<file path="config.mk">
export PLATFORM = sky130hd
export DESIGN_NAME = irq_bank_ctrl
export DESIGN_NICKNAME = d
export VERILOG_FILES = /design/src/rtl/irqc_pkg.sv /design/src/rtl/irqc_decode.sv /design/src/rtl/irqc_bank.sv /design/src/rtl/irq_bank_ctrl.sv
export SDC_FILE = /design/constraint.sdc
export NUM_CORES = 1
export LEC_CHECK = 0
export BUFFER_PORTS_ARGS = -buffer_cell sky130_fd_sc_hd__buf_4
export CORE_MARGIN = 4
export CORE_UTILIZATION = 53
export CTS_CLUSTER_SIZE = 25
export DETAILED_ROUTE_END_ITERATION = 10
export GPL_TIMING_DRIVEN = 0
export PLACE_DENSITY = 0.76
export SLEW_MARGIN = 0
export SYNTH_ARGS = -nofsm -noshare
export SYNTH_HDL_FRONTEND = slang
export SYNTH_SLANG_ARGS = --single-unit
</file>
<file path="constraint.sdc">
create_clock -name clk -period 3.05 [get_ports clk]
set_clock_uncertainty 0.2 [all_clocks]
set_input_delay 0.305 -clock clk [delete_from_list [all_inputs] [get_ports clk]]
set_output_delay 0.305 -clock clk [all_outputs]
set_load 0.02 [all_outputs]
</file>
<file path="src/rtl/irqc_pkg.sv">
package irqc_pkg;
    localparam int NUM_BANKS  = 2;
    localparam int BANK_W     = 32;
    localparam int ADDR_W     = 12;
    localparam int WIN_BASE   = 16;
    localparam int BANK_SHIFT = 4;

    typedef enum logic [3:0] {
        OFF_EVENTS = 4'h0,
        OFF_MASK   = 4'h4,
        OFF_ACK    = 4'h8,
        OFF_LEVELS = 4'hC
    } reg_off_e;

    // which lines of a bank are level-driven after reset
    function automatic logic [BANK_W-1:0] level_sel_default(input int bank);
        return (bank == 1) ? 32'h1FF0_0000 : '0;
    endfunction
endpackage

</file>
<file path="src/rtl/irqc_decode.sv">
module irqc_decode #(
    parameter int ADDR_W     = 12,
    parameter int NUM_BANKS  = 2,
    parameter int WIN_BASE   = 16,
    parameter int BANK_SHIFT = 4
) (
    input  logic [ADDR_W-1:0]    addr,
    output logic [NUM_BANKS-1:0] bank_hit,
    output logic [3:0]           reg_off
);
    logic [ADDR_W-1:0] rel;
    logic [ADDR_W-1:0] idx;

    always_comb begin
        rel     = addr - ADDR_W'(WIN_BASE);
        idx     = rel >> BANK_SHIFT;
        reg_off = addr[3:0];
    end

    for (genvar b = 0; b < NUM_BANKS; b++) begin : g_hit
        assign bank_hit[b] = (idx == ADDR_W'(b));
    end
endmodule

</file>
<file path="src/rtl/irqc_bank.sv">
module irqc_bank #(
    parameter int               W       = 32,
    parameter logic [W-1:0]     LVL_SEL = '0
) (
    input  logic         clk,
    input  logic         rst_n,
    input  logic         wr_mask,
    input  logic         wr_ack,
    input  logic [W-1:0] wdata,
    input  logic [W-1:0] irq_lvl,
    output logic [W-1:0] events,
    output logic [W-1:0] mask,
    output logic [W-1:0] levels,
    output logic         pending
);
    typedef struct packed {
        logic [W-1:0] events;
        logic [W-1:0] mask;
        logic [W-1:0] levels;
    } bank_st_t;

    bank_st_t st_d, st_q;
    logic [W-1:0] rise_d, clr_d;

    always_comb begin
        st_d        = st_q;
        rise_d      = irq_lvl & ~st_q.levels & ~LVL_SEL;
        clr_d       = wr_ack ? (wdata & ~LVL_SEL) : '0;
        st_d.events = (st_q.events & ~clr_d) | rise_d;
        if (wr_mask) st_d.mask = wdata;
        st_d.levels = irq_lvl;
    end

    always_ff @(posedge clk or negedge rst_n) begin
        if (!rst_n) st_q <= '0;
        else        st_q <= st_d;
    end

    assign events  = st_q.events;
    assign mask    = st_q.mask;
    assign levels  = st_q.levels;
    assign pending = |((st_q.events | (st_q.levels & LVL_SEL)) & st_q.mask);

    AST_MASK_LOAD: assert property (@(posedge clk) disable iff (!rst_n)
        wr_mask |=> (mask == $past(wdata)));
    AST_LEVEL_TRACK: assert property (@(posedge clk) disable iff (!rst_n)
        1'b1 |=> (levels == $past(irq_lvl)));
    AST_ACK_CLEARS: assert property (@(posedge clk) disable iff (!rst_n)
        wr_ack |=> ((events & $past(wdata) & ~LVL_SEL & ~levels) == '0));
    AST_EVENT_STICKY: assert property (@(posedge clk) disable iff (!rst_n)
        !wr_ack |=> ((events & $past(events)) == $past(events)));
endmodule

</file>
<file path="src/rtl/irq_bank_ctrl.sv">
module irq_bank_ctrl
    import irqc_pkg::*;
#(
    parameter int NB = NUM_BANKS,
    parameter int BW = BANK_W,
    parameter int AW = ADDR_W
) (
    input  logic             clk,
    input  logic             rst_n,
    input  logic [NB*BW-1:0] irq_in,
    input  logic             bus_valid,
    input  logic             bus_write,
    input  logic [AW-1:0]    bus_addr,
    input  logic [BW-1:0]    bus_wdata,
    output logic [BW-1:0]    bus_rdata,
    output logic             cpu_irq
);
    logic [NB-1:0] hit, wr_mask, wr_ack, pend;
    logic [3:0]    off;
    logic [BW-1:0] ev_a [NB];
    logic [BW-1:0] mk_a [NB];
    logic [BW-1:0] lv_a [NB];
    logic          wr_en, rd_en, any_mask;

    assign wr_en = bus_valid & bus_write;
    assign rd_en = bus_valid & ~bus_write;

    irqc_decode #(
        .ADDR_W(AW), .NUM_BANKS(NB), .WIN_BASE(WIN_BASE), .BANK_SHIFT(BANK_SHIFT)
    ) u_dec (
        .addr(bus_addr), .bank_hit(hit), .reg_off(off)
    );

    for (genvar b = 0; b < NB; b++) begin : g_bank
        assign wr_mask[b] = wr_en & hit[b] & (off == OFF_MASK);
        assign wr_ack[b]  = wr_en & hit[b] & (off == OFF_ACK);
        irqc_bank #(.W(BW), .LVL_SEL(level_sel_default(b))) u_bank (
            .clk(clk), .rst_n(rst_n),
            .wr_mask(wr_mask[b]), .wr_ack(wr_ack[b]),
            .wdata(bus_wdata), .irq_lvl(irq_in[b*BW +: BW]),
            .events(ev_a[b]), .mask(mk_a[b]), .levels(lv_a[b]),
            .pending(pend[b])
        );
    end

    always_comb begin
        bus_rdata = '0;
        any_mask  = 1'b0;
        for (int b = 0; b < NB; b++) begin
            any_mask = any_mask | (|mk_a[b]);
            if (rd_en && hit[b]) begin
                case (off)
                    OFF_EVENTS: bus_rdata = ev_a[b];
                    OFF_MASK:   bus_rdata = mk_a[b];
                    OFF_LEVELS: bus_rdata = lv_a[b];
                    default:    bus_rdata = '0;
                endcase
            end
        end
    end

    assign cpu_irq = |pend;

    AST_IRQ_NEEDS_MASK: assert property (@(posedge clk) disable iff (!rst_n)
        cpu_irq |-> any_mask);
    AST_RD_IDLE_ZERO: assert property (@(posedge clk) disable iff (!rst_n)
        !rd_en |-> (bus_rdata == '0));
    AST_OTHER_OFF_NOP: assert property (@(posedge clk) disable iff (!rst_n)
        (wr_en && off != OFF_MASK) |=> (mk_a[0] == $past(mk_a[0]) && mk_a[1] == $past(mk_a[1])));
    AST_ONE_BANK_HIT: assert property (@(posedge clk) disable iff (!rst_n)
        $onehot0(hit));
endmodule

</file>
==> results of run 1 <==
per-stage QoR:
step / setup WS, ns / std cells / total power [mW]
after floorplan: 0.837 / 659 / 2.67
after global placement: 0.0662 / 1014 / 2.91
after detailed placement: 0.0608 / 1015 / 2.93
after CTS: 0.0761 / 1144 / 5.17
after global routing: 0.00819 / 1144 / 5.32
final: 0.0409 / 1144 / 5.16
sequential cells by signal, indices dropped and copies added, names as in the netlist:
signal	flops
g_bank.u_bank.events	55
g_bank.u_bank.levels	64
g_bank.u_bank.mask	64
Yosys cell counts (all sizes together):
| master | instances | area, sq um |
|---|---|---|
| nor3 | 3 | 15.0 |
| nand4 | 4 | 25.0 |
| nand4b | 2 | 17.5 |
| nor2 | 2 | 7.51 |
| or4 | 3 | 22.5 |
| nor2b | 55 | 344 |
| nand2b | 3 | 18.8 |
| a221oi | 16 | 140 |
| dfrtp | 183 | 4580 |
| a22oi | 64 | 480 |
| clkbuf | 23 | 86.3 |
| a22o | 16 | 140 |
| nor4 | 1 | 12.5 |
| inv | 56 | 210 |
| and3 | 1 | 6.26 |
| mux2 | 119 | 1340 |
| a2111oi | 1 | 8.76 |
| o32ai | 1 | 8.76 |
| nand2 | 3 | 11.3 |
| a221o | 55 | 551 |
| and2 | 1 | 6.26 |
| o22ai | 31 | 194 |
| buf | 16 | 91.3 |
cells by family (layout without fill, tap and decap cells):
kind of cell	after synthesis	in the layout	share of synthesized area [%]
AOI/OAI and AO/OA	184	184	18.3
buffers and inverters	95	369	4.66
DFF	183	183	55.1
muxes	119	119	16.1
and+or+nand+nor	78	78	5.85
metal layers:
layer / share of wire (%) / vias to the layer above / routed length [um] / track usage, %
met5: 0 / - / 0 / 0
met4: 3.2 / 0 / 882 / 11.8
met3: 8.1 / 68 / 2250 / 7.44
met2: 49 / 414 / 13500 / 51.7
met1: 40 / 3551 / 11200 / 40.7
li1: - / 3030 / - / -
what timing repair did:
item	CTS	global route
setup buffers	0	0
setup endpoints to repair	0	4
hold buffers	97	0
gates resized for setup	0	5
hold endpoints to repair	277	0
path summary, 6_finish.rpt:
kind	from	to	slack, ns	cells past startpoint
max reg2reg	g_bank[0].u_bank.events[21]	g_bank[0].u_bank.events[21]	1.85	2
max in group asynchronous	rst_n	g_bank[0].u_bank.mask[8]	1.46	3
min in group asynchronous	rst_n	g_bank[1].u_bank.mask[24]	0.30	2
min reg2reg	g_bank[1].u_bank.mask[7]	g_bank[1].u_bank.mask[7]	0.34	1
max	g_bank[0].u_bank.mask[28]	cpu_irq	0.04	5
min	bus_addr[2]	g_bank[0].u_bank.events[31]	0.29	4
placed cells by master, fill, tap and decap left out, types with 2 or more instances in the layout:
master | netlist | layout
nor2_1 | 2 | 2
buf_6 | 3 | 3
nand4b_1 | 2 | 2
a22o_1 | 16 | 16
a221o_1 | 55 | 55
clkbuf_16 | 0 | 17
clkbuf_2 | 0 | 3
nand2b_1 | 3 | 3
a221oi_1 | 16 | 16
clkinv_2 | 0 | 4
buf_1 | 6 | 5
a22oi_1 | 64 | 64
nand4_1 | 4 | 4
clkbuf_8 | 0 | 3
buf_2 | 7 | 7
nand2_1 | 3 | 3
buf_4 | 0 | 143
dlygate4sd3_1 | 0 | 97
bufinv_16 | 0 | 2
nor3_1 | 3 | 3
mux2_2 | 119 | 119
clkbuf_1 | 23 | 25
nor2b_1 | 55 | 55
o22ai_1 | 31 | 31
or4_1 | 3 | 3
inv_1 | 56 | 56
dfrtp_1 | 183 | 183
critical path, stage by stage, from the launching register on:
cell,delay [ns]
dfrtp_1,0.43
a22o_1,0.25
a221oi_1,0.47
nand4_1,0.14
or4_1,0.59
buf_4,0.19
cell type report:
cell class                      instances  area share [%]
Sequential cell                       183            40.7
Multi-Input combinational cell        381            29.8
Timing Repair Buffer                  242            18.6
Clock buffer                           24            4.28
Tap cell                              211            2.35
Inverter                               56            1.87
Buffer                                 39            1.61
Clock inverter                          8           0.856
power breakdown:
| group | internal [mW] | switching [mW] | total [mW] |
|---|---|---|---|
| clock network | 1.27 | 0.900 | 2.17 |
| registers | 2.47 | 0.0300 | 2.50 |
| logic | 0.262 | 0.231 | 0.493 |
==> out/metrics.yaml, run 1 <==
floorplanning:
  die_w_um: 133
  rows: 45
  die-area_sq_um: 17800
  top_level_ports: 145
  start_util_pct: 54.3
  coreArea_sq_um: 15300
  die_h_um: 133
synthesis:
  syn-num-nets: 771
  syn-instance-count: 659
  yosys_warnings: 0
  ys_types: 25
  netlist_area_sq_um: 8320
  ys_seq_elements: 183
  seq_area_frac_synth_pct: 55.1
  postSynthAreaPerCell_sq_um: 12.6
global_routing:
  track_usage_pct: 31.4
  grt_pass1_wl_mm: 42.4
  grt_antenna_before_repair: 0
  grt_max_degree: 96
  globalRouteOverflowTotal: 0
  grt_pass1_vias: 7460
worst_setup_path:
  required_ns: 2.54
  start_kind: "register"
  crit_fanout: 3
  worstPathArrival_ns: 2.50
  crit_type: "reg -> out"
  end_kind: "output port"
sta:
  period_share_pct: 98.7
  finalHoldViolCount: 0
  slew-limit-headroom_pct: 20.6
  setup_viol: 0
  period_minus_slack_ns: 3.01
  worst_pin_slew_ns: 1.18
  timing.hold.ws_ns: 0.291
  fmax_mhz: 332
  rsz0062_at_grt: "false"
  fin_tns_setup_ns: 0
  slew_viol_final: 0
min_path:
  hold_path.class: "in -> reg"
clock_network:
  cts_tree: "done"
  cts-htree-levels: 4
  cts_sinks: 183
  cts_max_path_buffers: 2
  cts_buffers: 17
  worstSkewPairLatency_ns: 0.43
  cts_root_buf: "clkbuf_16"
  clk_pin_slew_worst_paths_ns: 0.06
finish:
  nNetsFinal: 1032
  multi_input_area_sq_um: 3350
  nFillCells: 1058
  fin_area_sq_um: 11200
  seq_area_sq_um: 4580
  final_layout_size_suffix_gt1_share_pct: 32.8
  num_antenna_cells: 0
  synthToLayoutAreaGrowth_pct: 35.3
  fin_util_pct: 73.5
detailed_routing:
  viasPerCell: 6.17
  drt-total-wl_mm: 27.8
  dr_total_vias: 7063
  drc: 0
  wire_per_inst_um: 24.3
  ant_nets: 0
  first_pass_iters: 5
  drt-initial-drc-count: 660
placed_design:
  hpwl_mm: 18.4
  place_area_sq_um: 9700
  place_congestion: 0.932
  io_buffers: 144
flow_run:
  cap_viol_max_count: 0
power:
  ir_worst_vdd_uv: 415
  power_density_nw_per_um2: 459
  p_leak_nw: 4.90
status:
  status: "finished, final reports clean"
Power figures use the tool's default switching activity.
==> run 2, diff against run 1 <==
PLACE_DENSITY = 0.85   (was 0.76)
==> run 2 against run 1 <==
  * Register-to-register slack lost 0.08 ns
  * Clock power grew 12%
  * Setup slack lost 0.035 ns
  * Final cell count is the same
  * Via count grew 2.4%
  * Critical path depth grew 2
  * Worst hold slack lost 0.051 ns
  * Fmax shrank 1.1%
  * Cell area grew 0.67%
  * Critical path type is now in -> out
  * Largest cell class unchanged
  * Highest routed layer unchanged
==> out/metrics.yaml, run 2 (synthesis results as in run 1) <==
flow_run:
  cap_viol_max_count: 0
detailed_routing:
  drt-total-wl_mm: 27.8
  wire_per_inst_um: 24.3
  drc: 0
  ant_nets: 0
  drt-initial-drc-count: 957
  first_pass_iters: 5
  dr_total_vias: 7236
  viasPerCell: 6.33
finish:
  final_layout_size_suffix_gt1_share_pct: 33.2
  nFillCells: 1002
  num_antenna_cells: 0
  layout_common_cells: "dfrtp_1, buf_4, mux2_2"
  instances_no_fill: 1144
  mostFrequentLayoutCell: "dfrtp_1"
  nNetsFinal: 1032
  synthToLayoutAreaGrowth_pct: 36.2
worst_setup_path:
  worstPathCellList: "buf_4, clkbuf_1, buf_1, mux2_2, a22oi_1, o22ai_1, buf_4"
  crit_slowest_cell: "buf_1"
  crit_fanout: 10
  cpPeakStageDelay_ns: 0.66
  end_kind: "output port"
  worstPathArrival_ns: 2.54
  r2r-start: "g_bank[0].u_bank.events[28]"
  crit_start: "bus_addr[2]"
  start_kind: "input port"
  required_ns: 2.54
  crit_type: "in -> out"
  critical_path.most_common_cell: "buf_4"
floorplanning:
  die_h_um: 133
  start_util_pct: 54.3
  die_w_um: 133
  top_level_ports: 145
  die-area_sq_um: 17800
  coreArea_sq_um: 15300
  rows: 45
clock_network:
  post_cts_buffers: 0
  worstSkewPairLatency_ns: 0.43
  cts_root_buf: "clkbuf_16"
  clk_pin_slew_worst_paths_ns: 0.07
  cts_max_path_buffers: 2
  cts_buffers: 17
  cts_tree: "done"
  cts-htree-levels: 4
  cts_sinks: 183
status:
  status: "finished, final reports clean"
sta:
  slew-limit-headroom_pct: 28.1
  worst_pin_slew_ns: 1.07
  fin_tns_setup_ns: 0
  setup_viol: 0
  period_minus_slack_ns: 3.04
  finalHoldViolCount: 0
  rsz0062_at_grt: "false"
  slew_viol_final: 0
  period_share_pct: 99.8
  fmax_mhz: 329
global_routing:
  grt_max_degree: 105
  grt_pass1_vias: 7653
  grt_antenna_before_repair: 0
  grt_pass1_wl_mm: 43.0
  track_usage_pct: 31.7
  globalRouteOverflowTotal: 0
placed_design:
  hpwl_mm: 17.7
  place_congestion: 0.938
  dp.cells: 1015
  io_buffers: 144
min_path:
  hold_path.class: "in -> async"
power:
  ir_worst_vdd_uv: 449
  power_density_nw_per_um2: 478
  p_leak_nw: 4.92
[run 2: worst paths after layout]
check | endpoint | slack, ns | depth (start not counted)
setup / recovery | bus_rdata[19] | 0.006 | 7
setup reg to reg | g_bank[0].u_bank.events[28] | 1.77 | 2
max in group asynchronous | g_bank[1].u_bank.mask[5] | 1.51 | 3
hold reg to reg | g_bank[0].u_bank.mask[14] | 0.34 | 1
hold / removal | g_bank[0].u_bank.events[28] | 0.24 | 2
min in group clk | g_bank[0].u_bank.mask[31] | 0.28 | 4
[run 2: per-stage QoR]
stage / setup slack (ns) / total power [mW] / area, sq um / hold WS [ns] / util [%]
floorplan: 0.837 / 2.67 / 8320 / -0.191 / -
global placement: 0.0977 / 2.91 / 9660 / 0.215 / 63.1
detailed placement: 0.101 / 2.92 / 9700 / 0.120 / 63.3
CTS: 0.0782 / 5.39 / 11300 / 0.252 / 73.9
global route: 0.00368 / 5.57 / 11300 / 0.296 / 73.9
finish: 0.00624 / 5.42 / 11300 / 0.240 / 73.9
[run 2: final cells by class]
class                           instances  area (sq um)  share of cell area, %
Buffer                                 39           180                   1.59
Clock buffer                           19           453                   4.00
Clock inverter                         13           195                   1.72
Inverter                               56           210                   1.86
Multi-Input combinational cell        381          3360                   29.6
Sequential cell                       183          4580                   40.4
Tap cell                              211           264                   2.33
Timing Repair Buffer                  242          2090                   18.4
[run 2: power by group]
| part | internal, mW | switching, mW |
|---|---|---|
| registers | 2.47 | 0.0325 |
| clock network | 1.43 | 0.995 |
| logic | 0.262 | 0.231 |
[run 2: layer usage]
metal / GRT usage [%] / part of all wire, % / vias to the layer above
met3: 7.29 / 8.8 / 116
met1: 40.7 / 39 / 3604
met5: 0 / 0 / -
met2: 51.2 / 48 / 483
li1: - / - / 3033
met4: 15.0 / 4.5 / 0
[run 2: worst max-delay path: cells and delay by family]
kind | cells | cell delay, ns
compound gates | 2 | 0.31
buf+inv | 4 | 1.49
mux | 1 | 0.43
[run 2: what timing repair did]
item,in CTS,in global routing
endpoints found under the hold margin,262,0
resized for setup,0,4
hold buffers,97,0
setup endpoints to repair,0,5
